**src/rtl/ipl_pkg.sv**
```systemverilog
package ipl_pkg;
  // Default geometry of the request and level space
  localparam int unsigned IPL_SW_LO  = 4;   // first software request bit
  localparam int unsigned IPL_SW_N   = 15;  // number of software requests
  localparam int unsigned IPL_EXT_LO = 20;  // first external request bit / level
  localparam int unsigned IPL_EXT_N  = 4;   // number of external lines
  localparam int unsigned IPL_LVL_W  = 5;   // priority level width
  localparam int unsigned IPL_WR_W   = 8;   // level write-bus width
  localparam int unsigned IPL_AST_W  = 4;   // asynchronous-trap request width

  function automatic int unsigned idx_width(input int unsigned n);
    return (n > 1) ? $clog2(n) : 1;
  endfunction
endpackage

```
**src/rtl/ipl_hi_enc.sv**
```systemverilog
module ipl_hi_enc #(
  parameter int unsigned N = 4
) (
  input  logic [N-1:0]                      vec_i,
  output logic                              found_o,
  output logic [ipl_pkg::idx_width(N)-1:0]  idx_o
);
  localparam int unsigned IW = ipl_pkg::idx_width(N);

  // Highest set bit wins: later iterations overwrite earlier ones
  always_comb begin
    found_o = |vec_i;
    idx_o   = '0;
    for (int i = 0; i < N; i++) begin
      if (vec_i[i]) idx_o = IW'(i);
    end
  end
endmodule

```
**src/rtl/ipl_ctl_regs.sv**
```systemverilog
module ipl_ctl_regs #(
  parameter int unsigned SW_LO  = ipl_pkg::IPL_SW_LO,
  parameter int unsigned SW_N   = ipl_pkg::IPL_SW_N,
  parameter int unsigned SUM_W  = 24,
  parameter int unsigned LVL_W  = ipl_pkg::IPL_LVL_W,
  parameter int unsigned WR_W   = ipl_pkg::IPL_WR_W
) (
  input  logic             clk,
  input  logic             rst_n,
  input  logic             sw_wr_en,
  input  logic [SUM_W-1:0] sw_wr_data,
  input  logic             lvl_wr_en,
  input  logic [WR_W-1:0]  lvl_wr_data,
  output logic [SUM_W-1:0] sw_req_q,
  output logic [LVL_W-1:0] cur_lvl_q
);
  localparam logic [SUM_W-1:0] SW_MASK =
    ((SUM_W'(1) << SW_N) - SUM_W'(1)) << SW_LO;

  logic [SUM_W-1:0] sw_req_d;
  logic [LVL_W-1:0] cur_lvl_d;
  logic             unused_lvl_bits;

  assign unused_lvl_bits = ^lvl_wr_data[WR_W-1:LVL_W];

  // Next-state logic with explicit enables
  always_comb begin
    sw_req_d  = sw_req_q;
    cur_lvl_d = cur_lvl_q;
    if (sw_wr_en)  sw_req_d  = sw_wr_data & SW_MASK;
    if (lvl_wr_en) cur_lvl_d = lvl_wr_data[LVL_W-1:0];
  end

  always_ff @(posedge clk or negedge rst_n) begin
    if (!rst_n) begin
      sw_req_q  <= '0;
      cur_lvl_q <= '0;
    end else begin
      sw_req_q  <= sw_req_d;
      cur_lvl_q <= cur_lvl_d;
    end
  end

  AST_LVL_FOLLOWS_WRITE: assert property (@(posedge clk) disable iff (!rst_n)
    $past(lvl_wr_en) |-> cur_lvl_q == $past(lvl_wr_data[LVL_W-1:0]));

  AST_SWREQ_HOLDS: assert property (@(posedge clk) disable iff (!rst_n)
    !$past(sw_wr_en) |-> $stable(sw_req_q));
endmodule

```
**src/rtl/ipl_eval_core.sv**
```systemverilog
module ipl_eval_core #(
  parameter int unsigned SW_LO  = ipl_pkg::IPL_SW_LO,
  parameter int unsigned SW_N   = ipl_pkg::IPL_SW_N,
  parameter int unsigned EXT_LO = ipl_pkg::IPL_EXT_LO,
  parameter int unsigned EXT_N  = ipl_pkg::IPL_EXT_N,
  parameter int unsigned LVL_W  = ipl_pkg::IPL_LVL_W,
  parameter int unsigned SUM_W  = EXT_LO + EXT_N
) (
  input  logic [SUM_W-1:0] sw_req_i,
  input  logic [EXT_N-1:0] ext_irq_i,
  input  logic [LVL_W-1:0] cur_lvl_i,
  output logic [LVL_W-1:0] pend_lvl_o,
  output logic [SUM_W-1:0] summary_o,
  output logic             qualify_o
);
  localparam int unsigned SW_IW  = ipl_pkg::idx_width(SW_N);
  localparam int unsigned EXT_IW = ipl_pkg::idx_width(EXT_N);

  logic [SW_N-1:0]   sw_vec;
  logic              sw_found, ext_found;
  logic [SW_IW-1:0]  sw_idx;
  logic [EXT_IW-1:0] ext_idx;
  logic [SUM_W-1:0]  ext_placed;
  logic              unused_sw_bits;

  assign sw_vec = sw_req_i[SW_LO +: SW_N];

  // Bits outside the software field are cleared by the register; fold them away
  generate
    if (SW_LO > 0) begin : g_low_unused
      assign unused_sw_bits = ^sw_req_i[SW_LO-1:0];
    end else begin : g_no_low
      assign unused_sw_bits = 1'b0;
    end
  endgenerate

  ipl_hi_enc #(.N(SW_N)) u_sw_enc (
    .vec_i   (sw_vec),
    .found_o (sw_found),
    .idx_o   (sw_idx)
  );

  ipl_hi_enc #(.N(EXT_N)) u_ext_enc (
    .vec_i   (ext_irq_i),
    .found_o (ext_found),
    .idx_o   (ext_idx)
  );

  assign ext_placed = SUM_W'(ext_irq_i) << EXT_LO;

  // External lines take precedence over software requests
  always_comb begin
    if (ext_found)
      pend_lvl_o = LVL_W'(EXT_LO) + LVL_W'(ext_idx);
    else if (sw_found)
      pend_lvl_o = LVL_W'(sw_idx) + LVL_W'(1);
    else
      pend_lvl_o = '0;
    summary_o = sw_req_i | ext_placed;
    qualify_o = (pend_lvl_o != '0) && (pend_lvl_o > cur_lvl_i);
  end
endmodule

```
**src/rtl/ipl_evaluator.sv**
```systemverilog
module ipl_evaluator #(
  parameter int unsigned SW_LO  = ipl_pkg::IPL_SW_LO,
  parameter int unsigned SW_N   = ipl_pkg::IPL_SW_N,
  parameter int unsigned EXT_LO = ipl_pkg::IPL_EXT_LO,
  parameter int unsigned EXT_N  = ipl_pkg::IPL_EXT_N,
  parameter int unsigned LVL_W  = ipl_pkg::IPL_LVL_W,
  parameter int unsigned WR_W   = ipl_pkg::IPL_WR_W,
  parameter int unsigned AST_W  = ipl_pkg::IPL_AST_W,
  localparam int unsigned SUM_W = EXT_LO + EXT_N
) (
  input  logic             clk,
  input  logic             rst_n,
  input  logic             sw_wr_en,
  input  logic [SUM_W-1:0] sw_wr_data,
  input  logic             lvl_wr_en,
  input  logic [WR_W-1:0]  lvl_wr_data,
  input  logic [EXT_N-1:0] ext_irq_i,
  input  logic [AST_W-1:0] ast_req_i,
  input  logic             check_i,
  output logic             take_intr_o,
  output logic [SUM_W-1:0] summary_o,
  output logic [LVL_W-1:0] intr_id_o,
  output logic [LVL_W-1:0] cur_lvl_o,
  output logic [SUM_W-1:0] sw_req_o,
  output logic             ast_unsup_o
);
  logic [LVL_W-1:0] pend_lvl;
  logic [SUM_W-1:0] pend_sum;
  logic             qualify;

  logic             take_d, unsup_d;
  logic [SUM_W-1:0] sum_d;
  logic [LVL_W-1:0] id_d;

  ipl_ctl_regs #(
    .SW_LO (SW_LO), .SW_N (SW_N), .SUM_W (SUM_W),
    .LVL_W (LVL_W), .WR_W (WR_W)
  ) u_regs (
    .clk         (clk),
    .rst_n       (rst_n),
    .sw_wr_en    (sw_wr_en),
    .sw_wr_data  (sw_wr_data),
    .lvl_wr_en   (lvl_wr_en),
    .lvl_wr_data (lvl_wr_data),
    .sw_req_q    (sw_req_o),
    .cur_lvl_q   (cur_lvl_o)
  );

  ipl_eval_core #(
    .SW_LO (SW_LO), .SW_N (SW_N), .EXT_LO (EXT_LO),
    .EXT_N (EXT_N), .LVL_W (LVL_W), .SUM_W (SUM_W)
  ) u_core (
    .sw_req_i   (sw_req_o),
    .ext_irq_i  (ext_irq_i),
    .cur_lvl_i  (cur_lvl_o),
    .pend_lvl_o (pend_lvl),
    .summary_o  (pend_sum),
    .qualify_o  (qualify)
  );

  // Next-state for the result registers
  always_comb begin
    take_d  = check_i && qualify;
    unsup_d = check_i && (ast_req_i != '0);
    sum_d   = summary_o;
    id_d    = intr_id_o;
    if (take_d) begin
      sum_d = pend_sum;
      id_d  = pend_lvl;
    end
  end

  always_ff @(posedge clk or negedge rst_n) begin
    if (!rst_n) begin
      take_intr_o <= 1'b0;
      ast_unsup_o <= 1'b0;
      summary_o   <= '0;
      intr_id_o   <= '0;
    end else begin
      take_intr_o <= take_d;
      ast_unsup_o <= unsup_d;
      summary_o   <= sum_d;
      intr_id_o   <= id_d;
    end
  end

  AST_TAKE_NEEDS_CHECK: assert property (@(posedge clk) disable iff (!rst_n)
    take_intr_o |-> $past(check_i));

  AST_ID_ABOVE_LEVEL: assert property (@(posedge clk) disable iff (!rst_n)
    take_intr_o |-> (intr_id_o > $past(cur_lvl_o)));

  AST_HOLD_NO_TAKE: assert property (@(posedge clk) disable iff (!rst_n)
    !take_intr_o |-> ($stable(intr_id_o) && $stable(summary_o)));

  AST_SUM_ON_TAKE: assert property (@(posedge clk) disable iff (!rst_n)
    take_intr_o |-> (summary_o != '0));

  AST_UNSUP_CAUSE: assert property (@(posedge clk) disable iff (!rst_n)
    ast_unsup_o |-> ($past(check_i) && ($past(ast_req_i) != '0)));
endmodule

```
**config.mk**
```make
export PLATFORM = sky130hd
export DESIGN_NAME = ipl_evaluator
export DESIGN_NICKNAME = d
export VERILOG_FILES = /design/src/rtl/ipl_pkg.sv /design/src/rtl/ipl_hi_enc.sv /design/src/rtl/ipl_ctl_regs.sv /design/src/rtl/ipl_eval_core.sv /design/src/rtl/ipl_evaluator.sv
export SDC_FILE = /design/constraint.sdc
export NUM_CORES = 1
export LEC_CHECK = 0
export BUFFER_PORTS_ARGS = -buffer_cell sky130_fd_sc_hd__buf_2
export CAP_MARGIN = 20
export CORE_MARGIN = 4
export CORE_UTILIZATION = 52
export CTS_BUF_LIST = sky130_fd_sc_hd__clkbuf_8
export CTS_CLUSTER_DIAMETER = 120
export DETAILED_ROUTE_END_ITERATION = 12
export HOLD_SLACK_MARGIN = 0.12
export PLACE_DENSITY = 0.88
export SYNTH_ARGS = -nofsm -noshare
export SYNTH_HDL_FRONTEND = slang
export SYNTH_SLANG_ARGS = --single-unit
```
**constraint.sdc**
```tcl
create_clock -name clk -period 6.2 [get_ports clk]
set_clock_uncertainty 0.2 [all_clocks]
set_input_delay 0.31 -clock clk [delete_from_list [all_inputs] [get_ports clk]]
set_output_delay 0.31 -clock clk [all_outputs]
set_load 0.02 [all_outputs]
```
; Word-level counts from Yosys, hierarchy flattened
; Index checks and enable logic that the tools add are counted.
[op_classes]
addsub = 2
magnitude_cmp = 1
muxes = 19
bitwise = 1
n_reduce_logical = 7
[op_table]
columns = cell, count
row1 = $mux 4, 13
row2 = $or 19x24->24, 1
row3 = $reduce_or 15->1, 1
row4 = $mux 5, 2
row5 = $add 4x1->5 const B, 1
row6 = $add 5x2->5 const A, 1
row7 = $gt 5x5->1, 1
row8 = $reduce_bool 5->1, 1
row9 = $mux 2, 2
row10 = $reduce_bool 4->1, 1
row11 = $reduce_or 4->1, 1
row12 = $logic_and 1x1->1, 3
row13 = $mux 1, 2
[word_totals]
regBits = 51
in_bits = 45
out_inout_bits = 60
word_cells = 36

; Longest topological paths before layout
[depth]
ltp_word = 20
mapped_depth = 15
mapped_depth_nobuf = 14

; By module
; From an unflattened synthesis, not the netlist that was laid out.
[unflattened]
hier_cells = 204
area_unflattened_um2 = 2716.4
[modules_own_cells]
columns = module, instances, cells_each, area_per_inst_um2, seq_area_each_um2
row1 = ipl_evaluator, 1, 66, 1267.5, 775.7
row2 = ipl_ctl_regs, 1, 52, 865.8, 500.5
row3 = ipl_eval_core, 1, 56, 409.1, 0.0
row4 = ipl_hi_enc at u_core.u_sw_enc, 1, 26, 150.1, 0.0
row5 = ipl_hi_enc at u_core.u_ext_enc, 1, 4, 23.8, 0.0

; Least setup slack after synthesis
; OpenSTA, ideal clock, no wires.
[synth_timing]
kind = flip-flop to flip-flop
startpoint = reg u_regs.sw_req_q[12]
endpoint = reg intr_id_o[2]
arrival_time_ns = 3.462
path_slack_ns = 2.413
stages_incl_launch_ff = 16
path_buffers = 1
path_cell_list = dfrtp_1 nor3_1 o21ai_0 a31oi_1 nand2_1 o21ai_0 ha_1 a311o_1 ha_1 nor2b_1 o21a_1 o211ai_1 a21oi_1 o31ai_4 buf_6 mux2_4
[synth_via]
elab_chain_len = 13
[synth_lines]
columns = item, line
row1 = from (decl), ipl_ctl_regs.sv:14  ; output logic [SUM_W-1:0] sw_req_q,
row2 = from (signal assigned), ipl_ctl_regs.sv:39  ; sw_req_q <= sw_req_d;
row3 = $mux 4 (7 in a row), ipl_hi_enc.sv:15  ; if (vec_i[i]) idx_o = IW'(i);
row4 = $add 4x1->5, ipl_eval_core.sv:56  ; pend_lvl_o = LVL_W'(sw_idx) + LVL_W'(1);
row5 = $mux 5 *, ipl_eval_core.sv:55  ; else if (sw_found)
row6 = $mux 5 *, ipl_eval_core.sv:53  ; if (ext_found)
row7 = named net pend_lvl[1], ipl_evaluator.sv:27  ; logic [LVL_W-1:0] pend_lvl;
row8 = $gt 5x5->1 or $reduce_bool 5->1 (tied branches), ipl_eval_core.sv:60  ; qualify_o = (pend_lvl_o != '0) && (pend_lvl_o > cur_lvl_i);
row9 = $logic_and 1x1->1 *, ipl_eval_core.sv:60
row10 = $logic_and 1x1->1 *, ipl_evaluator.sv:63  ; take_d = check_i && qualify;
row11 = to (signal assigned), ipl_evaluator.sv:83  ; intr_id_o <= id_d;
row12 = to (decl), ipl_evaluator.sv:22  ; output logic [LVL_W-1:0] intr_id_o,
; The timed path passes the listed nets; every way through them passes the cells marked *.
; A chain may end at the register's enable or synchronous reset.

; Worst setup path in the final report
[layout_timing]
startpoint = reg u_regs.sw_req_q[12]
endpoint = reg summary_o[10]
[layout_via]
elab_chain_len = 13
[layout_lines]
columns = item, line
row1 = $mux 4 (7 in a row), ipl_hi_enc.sv:15
row2 = $add 4x1->5, ipl_eval_core.sv:56
row3 = $mux 5 *, ipl_eval_core.sv:55
row4 = $mux 5 *, ipl_eval_core.sv:53
row5 = named net pend_lvl[1], ipl_evaluator.sv:27
row6 = $gt 5x5->1 or $reduce_bool 5->1 (tied branches), ipl_eval_core.sv:60
row7 = $logic_and 1x1->1 *, ipl_eval_core.sv:60
row8 = $logic_and 1x1->1 *, ipl_evaluator.sv:63
row9 = to (signal assigned), ipl_evaluator.sv:82  ; summary_o <= sum_d;
row10 = to (decl), ipl_evaluator.sv:21  ; output logic [SUM_W-1:0] summary_o,
; Marks and branches as above.

==> results by group <==
Clock tree
  – Clock Latency Late Sink: approximately 0.29 ns
  – TritonCTS Buffers: 5
  – Worst-path clk slew: about 0.080 ns
  – Root buf cell: clkbuf_8
  – Sink Count: between 40 and 50
  – CTS tree: yes
  – H-Tree Depth: 2
  – Postcts setup bufs: 0
  – Clk buf depth: 2

Setup path
  – CP cell instances: nor3_1 > o21ai_0 > a31oi_1 > nand2_1 > o21ai_0 > ha_1 > a311o_1 > ha_1 > nor2b_1 > o21a_1 > o211ai_1 > a21oi_1 > o31ai_4 > buf_4 > mux2_1
  – Critical Path Fanout Max: 19
  – Kind of critical path: reg2reg
  – Crit path largest cell delay: 0.63 ns
  – WP data arrival: 4.28 ns
  – Slowest CP cell: a21oi_1
  – CP Capture Type: flop
  – Worst EP required: ~6 ns
  – Startpoint types: flop

Floorplan
  – Die X-Extent: between 70 and 80 µm
  – Die Ht: 73.8 µm
  – Core region area: roughly 4100 µm²
  – # IOs: approximately 110
  – Starting Density: 55.1%
  – Row cnt: 23
  – Die area: between 5000 and 6000 µm²

Detailed routing
  – Vias per cell: approximately 5.3
  – Routed WL per cell: 15.4 µm
  – Total iterations of the first detailed-routing run: 5
  – Routed vias: between 1500 and 2000
  – Antenna viol nets, final: 0
  – Total Wirelength: about 5400 µm
  – Iter 0 DRT Violations: 60
  – Remaining DRCs: 0

Logic synthesis
  – Register bit total from synthesis: between 40 and 50
  – Mapped Area: approximately 2300 µm²
  – Largest area contributor in the netlist: dfrtp_1
  – Top post-synthesis cells by area: dfrtp_1, mux2_2, mux2_4, buf_4, ha_1
  – Cell count after synthesis: around 190
  – Synth cell types: 36
  – Synth warn: 0
  – Syn_area_per_cell: between 10 and 15 µm²
  – Seq/Total Area, Yosys: between 50% and 60%
  – Top cell type's share of synthesized area: between 50% and 60%

Power and ir drop
  – Leakage power: 1.49 nW
  – Switch Pwr: around 280 µW
  – Worst vdd ir: between 0.15 and 0.2 mV
  – Int Pwr: 554 µW
  – Power per cell area: around 280 nW/µm²
  – Seq pwr share: around 47%
  – Combinational group share of total power: 31.7%
  – Clock network fraction of total power: 21.8%
  – Power consumption: 834 µW
  – Switching Share: between 30% and 40%

Final layout
  – Commonest cells after routing, fill and taps aside: buf_2, dfrtp_1, dlygate4sd3_1
  – Ant diodes: 0
  – Layout net count: ~350
  – Layout cell share with drive strength beyond 1: 39.1%
  – Fillers: roughly 290
  – Synth-to-Final Area Change: 34.2%
  – Most common cell after layout, fill and taps aside: buf_2

STA
  – Tmin final: between 4 and 5 ns
  – Final hold vios: 0
  – Final worst slack: 1.89 ns
  – Fin crit share: between 60% and 70%
  – Slew HR: between 40% and 50%
  – Setup Total Neg Slack: 0 ns
  – Peak Freq: 232 MHz
  – Least-Margin Pin Slew: between 0.7 and 0.8 ns
  – Setup violators final: 0
  – Final slew viol count: 0
  – RSZ-0062 raised after global routing: no

Job
  – # Max-Cap Violations: 0

Run status
  – Status: completed

Global route
  – Vias in the first global route: 1807
  – Gr ovfl total: 0
  – Pin count of the biggest net entering global routing: between 40 and 50
  – Total GRT Usage: approximately a fifth
  – Initial antenna violation count: 0
  – First-pass GRT wire length: 8910 µm

Worst hold path
  – Hold Crit Class: in2reg

Placement
  – Post-DP HPWL: 3630 µm
  – I/O Buffers: 78
  – Dpl ws: approximately 1.9 ns
  – Placer Congestion: just under 0.8
## final timing paths
check	startpoint	endpoint	slack (ns)	cells past startpoint
setup / recovery	u_regs.sw_req_q[12]	summary_o[10]	1.89	15
min in group asynchronous	rst_n	u_regs.sw_req_q[17]	0.34	2
hold reg to reg	summary_o[13]	summary_o[13]	0.29	1
max in group asynchronous	rst_n	u_regs.sw_req_q[9]	4.97	3
hold / removal	ext_irq_i[1]	summary_o[21]	0.13	2
setup reg to reg	u_regs.sw_req_q[12]	summary_o[10]	1.89	15
## logic make-up (layout without fill, tap and decap cells)
group / Yosys count / count (layout) / share of synthesized area [%]
AOI/OAI and AO/OA: 43 / 43 / 13.6
adders and majority gates: 6 / 6 / 3.34
buffers and inverters: 29 / 126 / 7.84
DFF: 46 / 46 / 51.1
muxes: 30 / 30 / 16.7
other: 1 / 14 / 0.167
and+or+nand+nor: 32 / 32 / 7.23
## state kept, by name, indices dropped and copies added (netlist names)
name / flops
summary_o: 19
u_regs.sw_req_q: 15
intr_id_o: 5
u_regs.cur_lvl_q: 5
ast_unsup_o: 1
take_intr_o: 1
## repair_timing
| item | CTS | global route |
|---|---|---|
| hold buffers | 28 | 0 |
| hold endpoints to repair | 70 | 0 |
| resized for setup | 0 | 0 |
## worst max-delay path: cells and delay by family (launching register included)
family	cells	cell delay (ns)
AOI/OAI and AO/OA	8	1.86
adders and majority gates	2	0.56
buffers and inverters	1	0.30
DFF	1	0.47
muxes	1	0.35
and+or+nand+nor	3	0.43
## power by group through the flow
stage	Combinational [mW]	Sequential (mW)	Clock [mW]
after floorplan	0.108	0.450	0
after global placement	0.242	0.390	0
after detailed placement	0.248	0.392	0
after CTS	0.262	0.387	0.186
after global routing	0.286	0.396	0.198
final	0.264	0.388	0.182
## metrics by stage
stage / hold WS (ns) / area [µm²] / std cells / utilization (%)
2_1_floorplan: -0.186 / 2300 / 200 / -
3_3_place_gp: 0.269 / 2620 / 310 / 64.1
5_1_grt: 0.135 / 3020 / 347 / 73.9
4_1_cts: 0.124 / 2990 / 346 / 73.2
3_5_place_dp: 0.278 / 2620 / 310 / 64.1
6_report: 0.127 / 3020 / 347 / 73.9
## routing by layer
metal,GRT usage [%],up-vias,share of wire [%]
met5,0,-,0
li1,-,870,-
met2,37.4,85,52
met4,4.23,0,0.49
met1,26.3,897,41
met3,4.24,4,7.4
## synth_stat cells, drive strengths merged
cell type,count
a31oi,1
a21oi,7
nand3,1
o21ai,14
nor4,4
a211o,1
o2bb2ai,1
o41a,1
inv,10
o31a,1
a22o,6
ha,6
mux2,30
o211ai,3
nor3,4
clkbuf,2
buf,17
o31ai,3
a41o,1
conb,1
dfrtp,46
nor2,6
o21a,1
nor2b,4
a311o,2
nand4,1
nand2,10
or4,2
o21bai,1
## final cells by class
cell class / instances / area (µm²) / share of cell area (%)
Inverter: 10 / 37.5 / 1.24
Clock buffer: 6 / 82.6 / 2.73
Clock inverter: 2 / 8.76 / 0.290
Multi-Input combinational cell: 125 / 972 / 32.2
Sequential cell: 46 / 1150 / 38.1
Tap cell: 50 / 62.6 / 2.07
Timing Repair Buffer: 108 / 706 / 23.4
Power figures use the tool's default switching activity.
